[config.mk]
export PLATFORM = sky130hd
export DESIGN_NAME = sdram_bank_guard
export DESIGN_NICKNAME = d
export VERILOG_FILES = /design/src/rtl/sdg_pkg.sv /design/src/rtl/sdg_act_spacer.sv /design/src/rtl/sdg_bank_timer.sv /design/src/rtl/sdg_cmd_decode.sv /design/src/rtl/sdram_bank_guard.sv
export SDC_FILE = /design/constraint.sdc
export NUM_CORES = 1
export LEC_CHECK = 0
export BUFFER_PORTS_ARGS = -buffer_cell sky130_fd_sc_hd__buf_2
export CORE_ASPECT_RATIO = 1.4
export CORE_MARGIN = 4
export CORE_UTILIZATION = 40
export CTS_CLUSTER_DIAMETER = 80
export DETAILED_ROUTE_END_ITERATION = 12
export GPL_TIMING_DRIVEN = 0
export PLACE_DENSITY = 0.66
export SLEW_MARGIN = 20
export SYNTH_ARGS = -nofsm -noshare
export SYNTH_HDL_FRONTEND = slang
export SYNTH_SLANG_ARGS = --single-unit
[constraint.sdc]
create_clock -name clk -period 2.8 [get_ports clk]
set_clock_uncertainty 0.2 [all_clocks]
set_input_delay 0 -clock clk [delete_from_list [all_inputs] [get_ports clk]]
set_output_delay 0 -clock clk [all_outputs]
set_load 0.01 [all_outputs]
[src/rtl/sdg_pkg.sv]
package sdg_pkg;

  typedef enum logic [2:0] {
    CMD_NOP = 3'd0,
    CMD_ACT = 3'd1,
    CMD_RD  = 3'd2,
    CMD_WR  = 3'd3,
    CMD_PRE = 3'd4
  } sdg_cmd_e;

  typedef enum logic [1:0] {
    BK_IDLE    = 2'd0,
    BK_OPEN    = 2'd1,
    BK_AUTOPRE = 2'd2,
    BK_CLOSING = 2'd3
  } bank_st_e;

  // A rule "allowed n cycles after" is met when a countdown loaded with n-1
  // at the command edge reaches zero.
  function automatic int hold_cycles(int n);
    return (n > 1) ? n - 1 : 0;
  endfunction

  function automatic int max_of(int a, int b);
    return (a > b) ? a : b;
  endfunction

  // Width of a countdown that has to hold the largest timing value.
  function automatic int timer_width(int a, int b, int c, int d);
    int m;
    m = max_of(max_of(a, b), max_of(c, d));
    return (m < 2) ? 1 : $clog2(m + 1);
  endfunction

endpackage

[src/rtl/sdg_act_spacer.sv]
module sdg_act_spacer #(
  parameter int T_RRD = 2,
  localparam int RW = (T_RRD < 2) ? 1 : $clog2(T_RRD + 1)
) (
  input  logic clk,
  input  logic rst_n,
  input  logic act_any,
  output logic spaced_ok
);
  import sdg_pkg::*;

  localparam logic [RW-1:0] LD_RRD = RW'(hold_cycles(T_RRD));

  logic [RW-1:0] gap_tmr;

  always_ff @(posedge clk or negedge rst_n) begin
    if (!rst_n) begin
      gap_tmr <= '0;
    end else if (act_any) begin
      gap_tmr <= LD_RRD;
    end else if (gap_tmr != '0) begin
      gap_tmr <= gap_tmr - 1'b1;
    end
  end

  assign spaced_ok = (gap_tmr == '0);

endmodule

[src/rtl/sdg_bank_timer.sv]
module sdg_bank_timer #(
  parameter int T_RCD     = 3,
  parameter int T_RAS     = 5,
  parameter int T_RP      = 3,
  parameter int BURST_LEN = 4,
  parameter int CW        = 3
) (
  input  logic clk,
  input  logic rst_n,
  input  logic act_go,
  input  logic rw_go,
  input  logic ap_req,
  input  logic pre_go,
  output logic act_rdy,
  output logic rw_rdy,
  output logic pre_rdy,
  output logic is_open
);
  import sdg_pkg::*;

  localparam logic [CW-1:0] LD_RCD = CW'(hold_cycles(T_RCD));
  localparam logic [CW-1:0] LD_RAS = CW'(hold_cycles(T_RAS));
  localparam logic [CW-1:0] LD_RP  = CW'(hold_cycles(T_RP));
  localparam logic [CW-1:0] LD_BL  = CW'(hold_cycles(BURST_LEN));

  bank_st_e      st;
  logic [CW-1:0] tmr;      // tRCD, then burst wait, then tRP
  logic [CW-1:0] ras_tmr;  // activate-to-precharge window
  logic          tmr_zero;

  assign tmr_zero = (tmr == '0);

  always_ff @(posedge clk or negedge rst_n) begin
    if (!rst_n) begin
      st      <= BK_IDLE;
      tmr     <= '0;
      ras_tmr <= '0;
    end else begin
      if (tmr != '0)     tmr     <= tmr - 1'b1;
      if (ras_tmr != '0) ras_tmr <= ras_tmr - 1'b1;
      case (st)
        BK_IDLE: begin
          if (act_go) begin
            st      <= BK_OPEN;
            tmr     <= LD_RCD;
            ras_tmr <= LD_RAS;
          end
        end
        BK_OPEN: begin
          if (pre_go) begin
            st  <= BK_CLOSING;
            tmr <= LD_RP;
          end else if (rw_go && ap_req) begin
            st  <= BK_AUTOPRE;
            tmr <= LD_BL;
          end
        end
        BK_AUTOPRE: begin
          if (tmr_zero) begin
            st  <= BK_CLOSING;
            tmr <= LD_RP;
          end
        end
        BK_CLOSING: begin
          if (act_go) begin
            st      <= BK_OPEN;
            tmr     <= LD_RCD;
            ras_tmr <= LD_RAS;
          end else if (tmr_zero) begin
            st <= BK_IDLE;
          end
        end
        default: st <= BK_IDLE;
      endcase
    end
  end

  assign act_rdy = (st == BK_IDLE) || (st == BK_CLOSING && tmr_zero);
  assign rw_rdy  = (st == BK_OPEN) && tmr_zero;
  assign pre_rdy = (st == BK_IDLE) || (st == BK_OPEN && ras_tmr == '0);
  assign is_open = (st == BK_OPEN);

endmodule

[src/rtl/sdg_cmd_decode.sv]
module sdg_cmd_decode #(
  parameter int NB = 4,
  localparam int BW = $clog2(NB)
) (
  input  logic [2:0]    cmd_i,
  input  logic [BW-1:0] bank_i,
  input  logic          a10_i,
  input  logic [NB-1:0] act_ok,
  input  logic [NB-1:0] rw_ok,
  input  logic [NB-1:0] pre_ok,
  input  logic          prea_ok,
  output logic [NB-1:0] act_fire,
  output logic [NB-1:0] rw_fire,
  output logic [NB-1:0] ap_fire,
  output logic [NB-1:0] pre_fire
);
  import sdg_pkg::*;

  logic is_act, is_rw, is_pre;

  assign is_act = (cmd_i == CMD_ACT);
  assign is_rw  = (cmd_i == CMD_RD) || (cmd_i == CMD_WR);
  assign is_pre = (cmd_i == CMD_PRE);

  for (genvar b = 0; b < NB; b++) begin : g_sel
    logic hit;
    assign hit         = (bank_i == BW'(b));
    assign act_fire[b] = is_act && hit && act_ok[b];
    assign rw_fire[b]  = is_rw && hit && rw_ok[b];
    assign ap_fire[b]  = rw_fire[b] && a10_i;
    assign pre_fire[b] = is_pre && (a10_i ? prea_ok : (hit && pre_ok[b]));
  end

endmodule

[src/rtl/sdram_bank_guard.sv]
module sdram_bank_guard #(
  parameter int NB        = 4,
  parameter int T_RRD     = 2,
  parameter int T_RCD     = 3,
  parameter int T_RAS     = 5,
  parameter int T_RP      = 3,
  parameter int BURST_LEN = 4,
  localparam int BW = $clog2(NB),
  localparam int CW = sdg_pkg::timer_width(T_RCD, T_RAS, T_RP, BURST_LEN)
) (
  input  logic          clk,
  input  logic          rst_n,
  input  logic [2:0]    cmd_i,
  input  logic [BW-1:0] bank_i,
  input  logic          a10_i,
  output logic [NB-1:0] act_ok_o,
  output logic [NB-1:0] rw_ok_o,
  output logic [NB-1:0] pre_ok_o,
  output logic          prea_ok_o
);

  logic [NB-1:0] act_rdy, rw_rdy, pre_rdy, bank_open;
  logic [NB-1:0] act_fire, rw_fire, ap_fire, pre_fire;
  logic [NB-1:0] close_start;  // precharge that actually closes an open bank
  logic          spaced_ok;

  sdg_cmd_decode #(.NB(NB)) u_dec (
    .cmd_i   (cmd_i),
    .bank_i  (bank_i),
    .a10_i   (a10_i),
    .act_ok  (act_ok_o),
    .rw_ok   (rw_ok_o),
    .pre_ok  (pre_ok_o),
    .prea_ok (prea_ok_o),
    .act_fire(act_fire),
    .rw_fire (rw_fire),
    .ap_fire (ap_fire),
    .pre_fire(pre_fire)
  );

  sdg_act_spacer #(.T_RRD(T_RRD)) u_rrd (
    .clk      (clk),
    .rst_n    (rst_n),
    .act_any  (|act_fire),
    .spaced_ok(spaced_ok)
  );

  for (genvar b = 0; b < NB; b++) begin : g_bank
    sdg_bank_timer #(
      .T_RCD(T_RCD), .T_RAS(T_RAS), .T_RP(T_RP),
      .BURST_LEN(BURST_LEN), .CW(CW)
    ) u_bank (
      .clk    (clk),
      .rst_n  (rst_n),
      .act_go (act_fire[b]),
      .rw_go  (rw_fire[b]),
      .ap_req (ap_fire[b]),
      .pre_go (pre_fire[b]),
      .act_rdy(act_rdy[b]),
      .rw_rdy (rw_rdy[b]),
      .pre_rdy(pre_rdy[b]),
      .is_open(bank_open[b])
    );
  end

  assign act_ok_o    = act_rdy & {NB{spaced_ok}};
  assign rw_ok_o     = rw_rdy;
  assign pre_ok_o    = pre_rdy;
  assign prea_ok_o   = &pre_rdy;
  assign close_start = pre_fire & bank_open;

endmodule

==> results.cfg <==
[global_route]
grt-ovfl-total = 0
track_usage_pct = 15.7
use_met1_pct = 17.2
grtUsageMet2_pct = 29.4
busiest_layer = met2
use_met3_pct = 2.69
grt_pass1_wl_mm = 11.2
grt_pass1_vias = 2459
antenna_found_initial = 0
grt_max_degree = 35

[synthesis]
synthArstFlopShare_pct = 100
yosys.area.top_type = dfrtp_1
synth_cells = 341
synth-seq-area-share_pct = 28.3
ys.flop_type = dfrtp_1
syn_area_um2 = 3010
synth.distinct_cells = 55
synth_seq_cells = 34
synth.most_common_cell = inv_1
synth_enable_flop_cells = 0
synth_top_area_share_pct = 28.3
synth_nets = 390
synth_common_cells = inv_1, ha_1, nor2_1
yosysWarnings = 0
syn_avg_cell_area_um2 = 8.82
ys_top_cells_by_area = dfrtp_1, ha_1, inv_1, nor2_1, a21oi_1

[floorplan]
rows = 37
die_width_um = 81.3
start_util_pct = 40.9
die_area_um2 = 8990
die_h_um = 111
core-area_um2 = 7360
ios = 21

[routing]
postRouteAntennaNets = 0
drt_iter0_markers = 130
num_vias = 2467
routedWlPerCell_um = 14.3
dr.pass1.iters = 4
drt-total-wl_mm = 6.71
vias_per_cell = 5.25
drcViolationCount = 0

[layout]
drive_gt1_share_pct = 16.9
final_nets = 421
area_growth_pct = 12.2
diodes = 0

[clocking]
tritoncts = done
h-tree-depth = 2
insertion_delay_ns = 0.29
cts_buffers = 5
clock_sinks = 34
cts_buffer_depth = 2
clk_pin_slew_ns = 0.08
cts_root_buf = clkbuf_8

[timing]
rsz0062_at_grt = no
min_period_ns = 2.67
tns_ns = 0
layout_worst_path_cycle_share_pct = 95.3
setup_ws_ns = 0.130
hold_slack_ns = -0.00674
hold_viol = 1
maxSlewHeadroom_pct = 45.6
clock.fmax_mhz = 375
tightest_slew_ns = 0.816
slew_viol_final = 0
finalSetupViolCount = 0

[power]
peakVddDrop_mv = 0.398
p_leak_nw = 1.67
power.density_nw_per_um2 = 1250

[worst_hold_path]
hp-class = primary input to flop
hold_path_depth = 4

[worst_setup_path]
cp.required_ns = 2.77
crit_arrival_ns = 2.64
critPathTopFamily = simple AND/OR/NAND/NOR gates
path_class = flop to flop
r2r_cells = 8
path_cells = inv_1, ha_1, nor2b_2, a21oi_2, or4_1, buf_6, a31oi_4, mux2_4
crit_slowest_cell = or4_1
critPathBufInv = 2
cpPeakStageDelay_ns = 0.55
crit_cells = 8
path_max_fanout = 10
start_kind = flop
critPathCaptureType = flop

[placed_design]
io_buffers = 19
place.gp.congestion = 0.804
place_hpwl_mm = 5.12
dp_slack_ns = 0.140

[outcome]
outcome = complete, but fails checks
violations = hold timing

[flow_run]
maxCapViolCount = 0
## through the flow
stage	area, um2	hold WS [ns]	instances	utilization [%]	total power (W)
after global routing	3370	0.0427	470	45.8	0.00469
after global placement	3220	-0.0591	457	43.8	0.00372
final	3370	-0.00674	470	45.8	0.00422
after detailed placement	3220	-0.0567	457	43.8	0.00382
after floorplan	3010	-0.496	341	-	0.00321
after CTS	3360	0.00516	469	45.6	0.00423
## layer usage
metal  routed length (um)  share of wire [%]
met1                 2720                 41
met2                 3600                 54
met3                  233                3.5
met4                  150                2.2
met5                    0                  0
## area by class of cell
class,instances,area (um2)
clock buffers,7,86.3
flip-flops and latches,34,851
well taps,97,121
multi-input cells,247,1890
fillers,727,3990
plain buffers,16,113
clock inverters,1,5.00
repair buffers,24,143
inverters,44,165
## worst min-delay path: cells and delay by family
family,cells,cell delay [ns]
AOI/OAI and AO/OA,1,0.15
buffers and inverters,1,0.13
muxes,1,0.09
and+or+nand+nor,1,0.07
## sequential cells by signal (all words and copies together) (netlist names)
| name | flops |
|---|---|
| g_bank.u_bank.tmr | 12 |
| u_rrd.gap_tmr | 2 |
| g_bank.u_bank.st | 8 |
| g_bank.u_bank.ras_tmr | 12 |
## power by group
group	switching [W]	internal, W
logic	0.00158	0.00133
clock network	0.000188	0.000199
registers	0.000157	0.000762
## path summary, 6_finish.rpt
| kind | endpoint | slack (ns) | start |
|---|---|---|---|
| hold reg to reg | g_bank[2].u_bank.ras_tmr[1] | 0.32 | g_bank[2].u_bank.ras_tmr[1] |
| setup reg to reg | g_bank[1].u_bank.st[1] | 0.13 | g_bank[0].u_bank.ras_tmr[0] |
| setup / recovery | g_bank[1].u_bank.st[1] | 0.13 | g_bank[0].u_bank.ras_tmr[0] |
| min in group asynchronous | g_bank[3].u_bank.tmr[2] | 0.14 | rst_n |
| hold / removal | g_bank[1].u_bank.st[0] | -0.007 | cmd_i[1] |
| max in group asynchronous | g_bank[1].u_bank.st[1] | 1.74 | rst_n |
## layout by cell type, fill, tap and decap left out, types with 5 or more instances in the layout
| cell | netlist | routed |
|---|---|---|
| a31oi_1 | 11 | 11 |
| clkbuf_8 | 0 | 6 |
| ha_1 | 41 | 41 |
| dfrtp_1 | 34 | 34 |
| nor2b_1 | 11 | 11 |
| o21bai_1 | 8 | 8 |
| nor2_1 | 36 | 36 |
| a21oi_1 | 18 | 18 |
| nor3_1 | 5 | 5 |
| a211oi_1 | 5 | 5 |
| o21ai_0 | 14 | 14 |
| mux2i_1 | 8 | 8 |
| nand3_1 | 7 | 7 |
| buf_4 | 9 | 10 |
| a211o_1 | 5 | 5 |
| buf_2 | 2 | 21 |
| inv_1 | 44 | 43 |
| nand2_1 | 16 | 16 |
## timing repair
| action | 4_1_cts | 5_1_grt |
|---|---|---|
| resized for setup | 0 | 2 |
| setup buffers | 0 | 1 |
| setup endpoints to repair | 0 | 6 |
| endpoints found under the hold margin | 40 | 0 |
| hold buffers | 4 | 0 |
## cells by family after synthesis
| logic type | count (synthesis) | share of synthesized area (%) |
|---|---|---|
| AND/OR/NAND/NOR | 100 | 17.6 |
| flip-flops | 34 | 28.3 |
| multiplexers | 12 | 4.41 |
| AO/OA/AOI/OAI | 89 | 22.0 |
| adder cells (fa/ha/maj) | 41 | 17.1 |
| buffers and inverters | 60 | 9.23 |
| XOR/XNOR | 5 | 1.46 |
(Power assumes the default switching activity.)
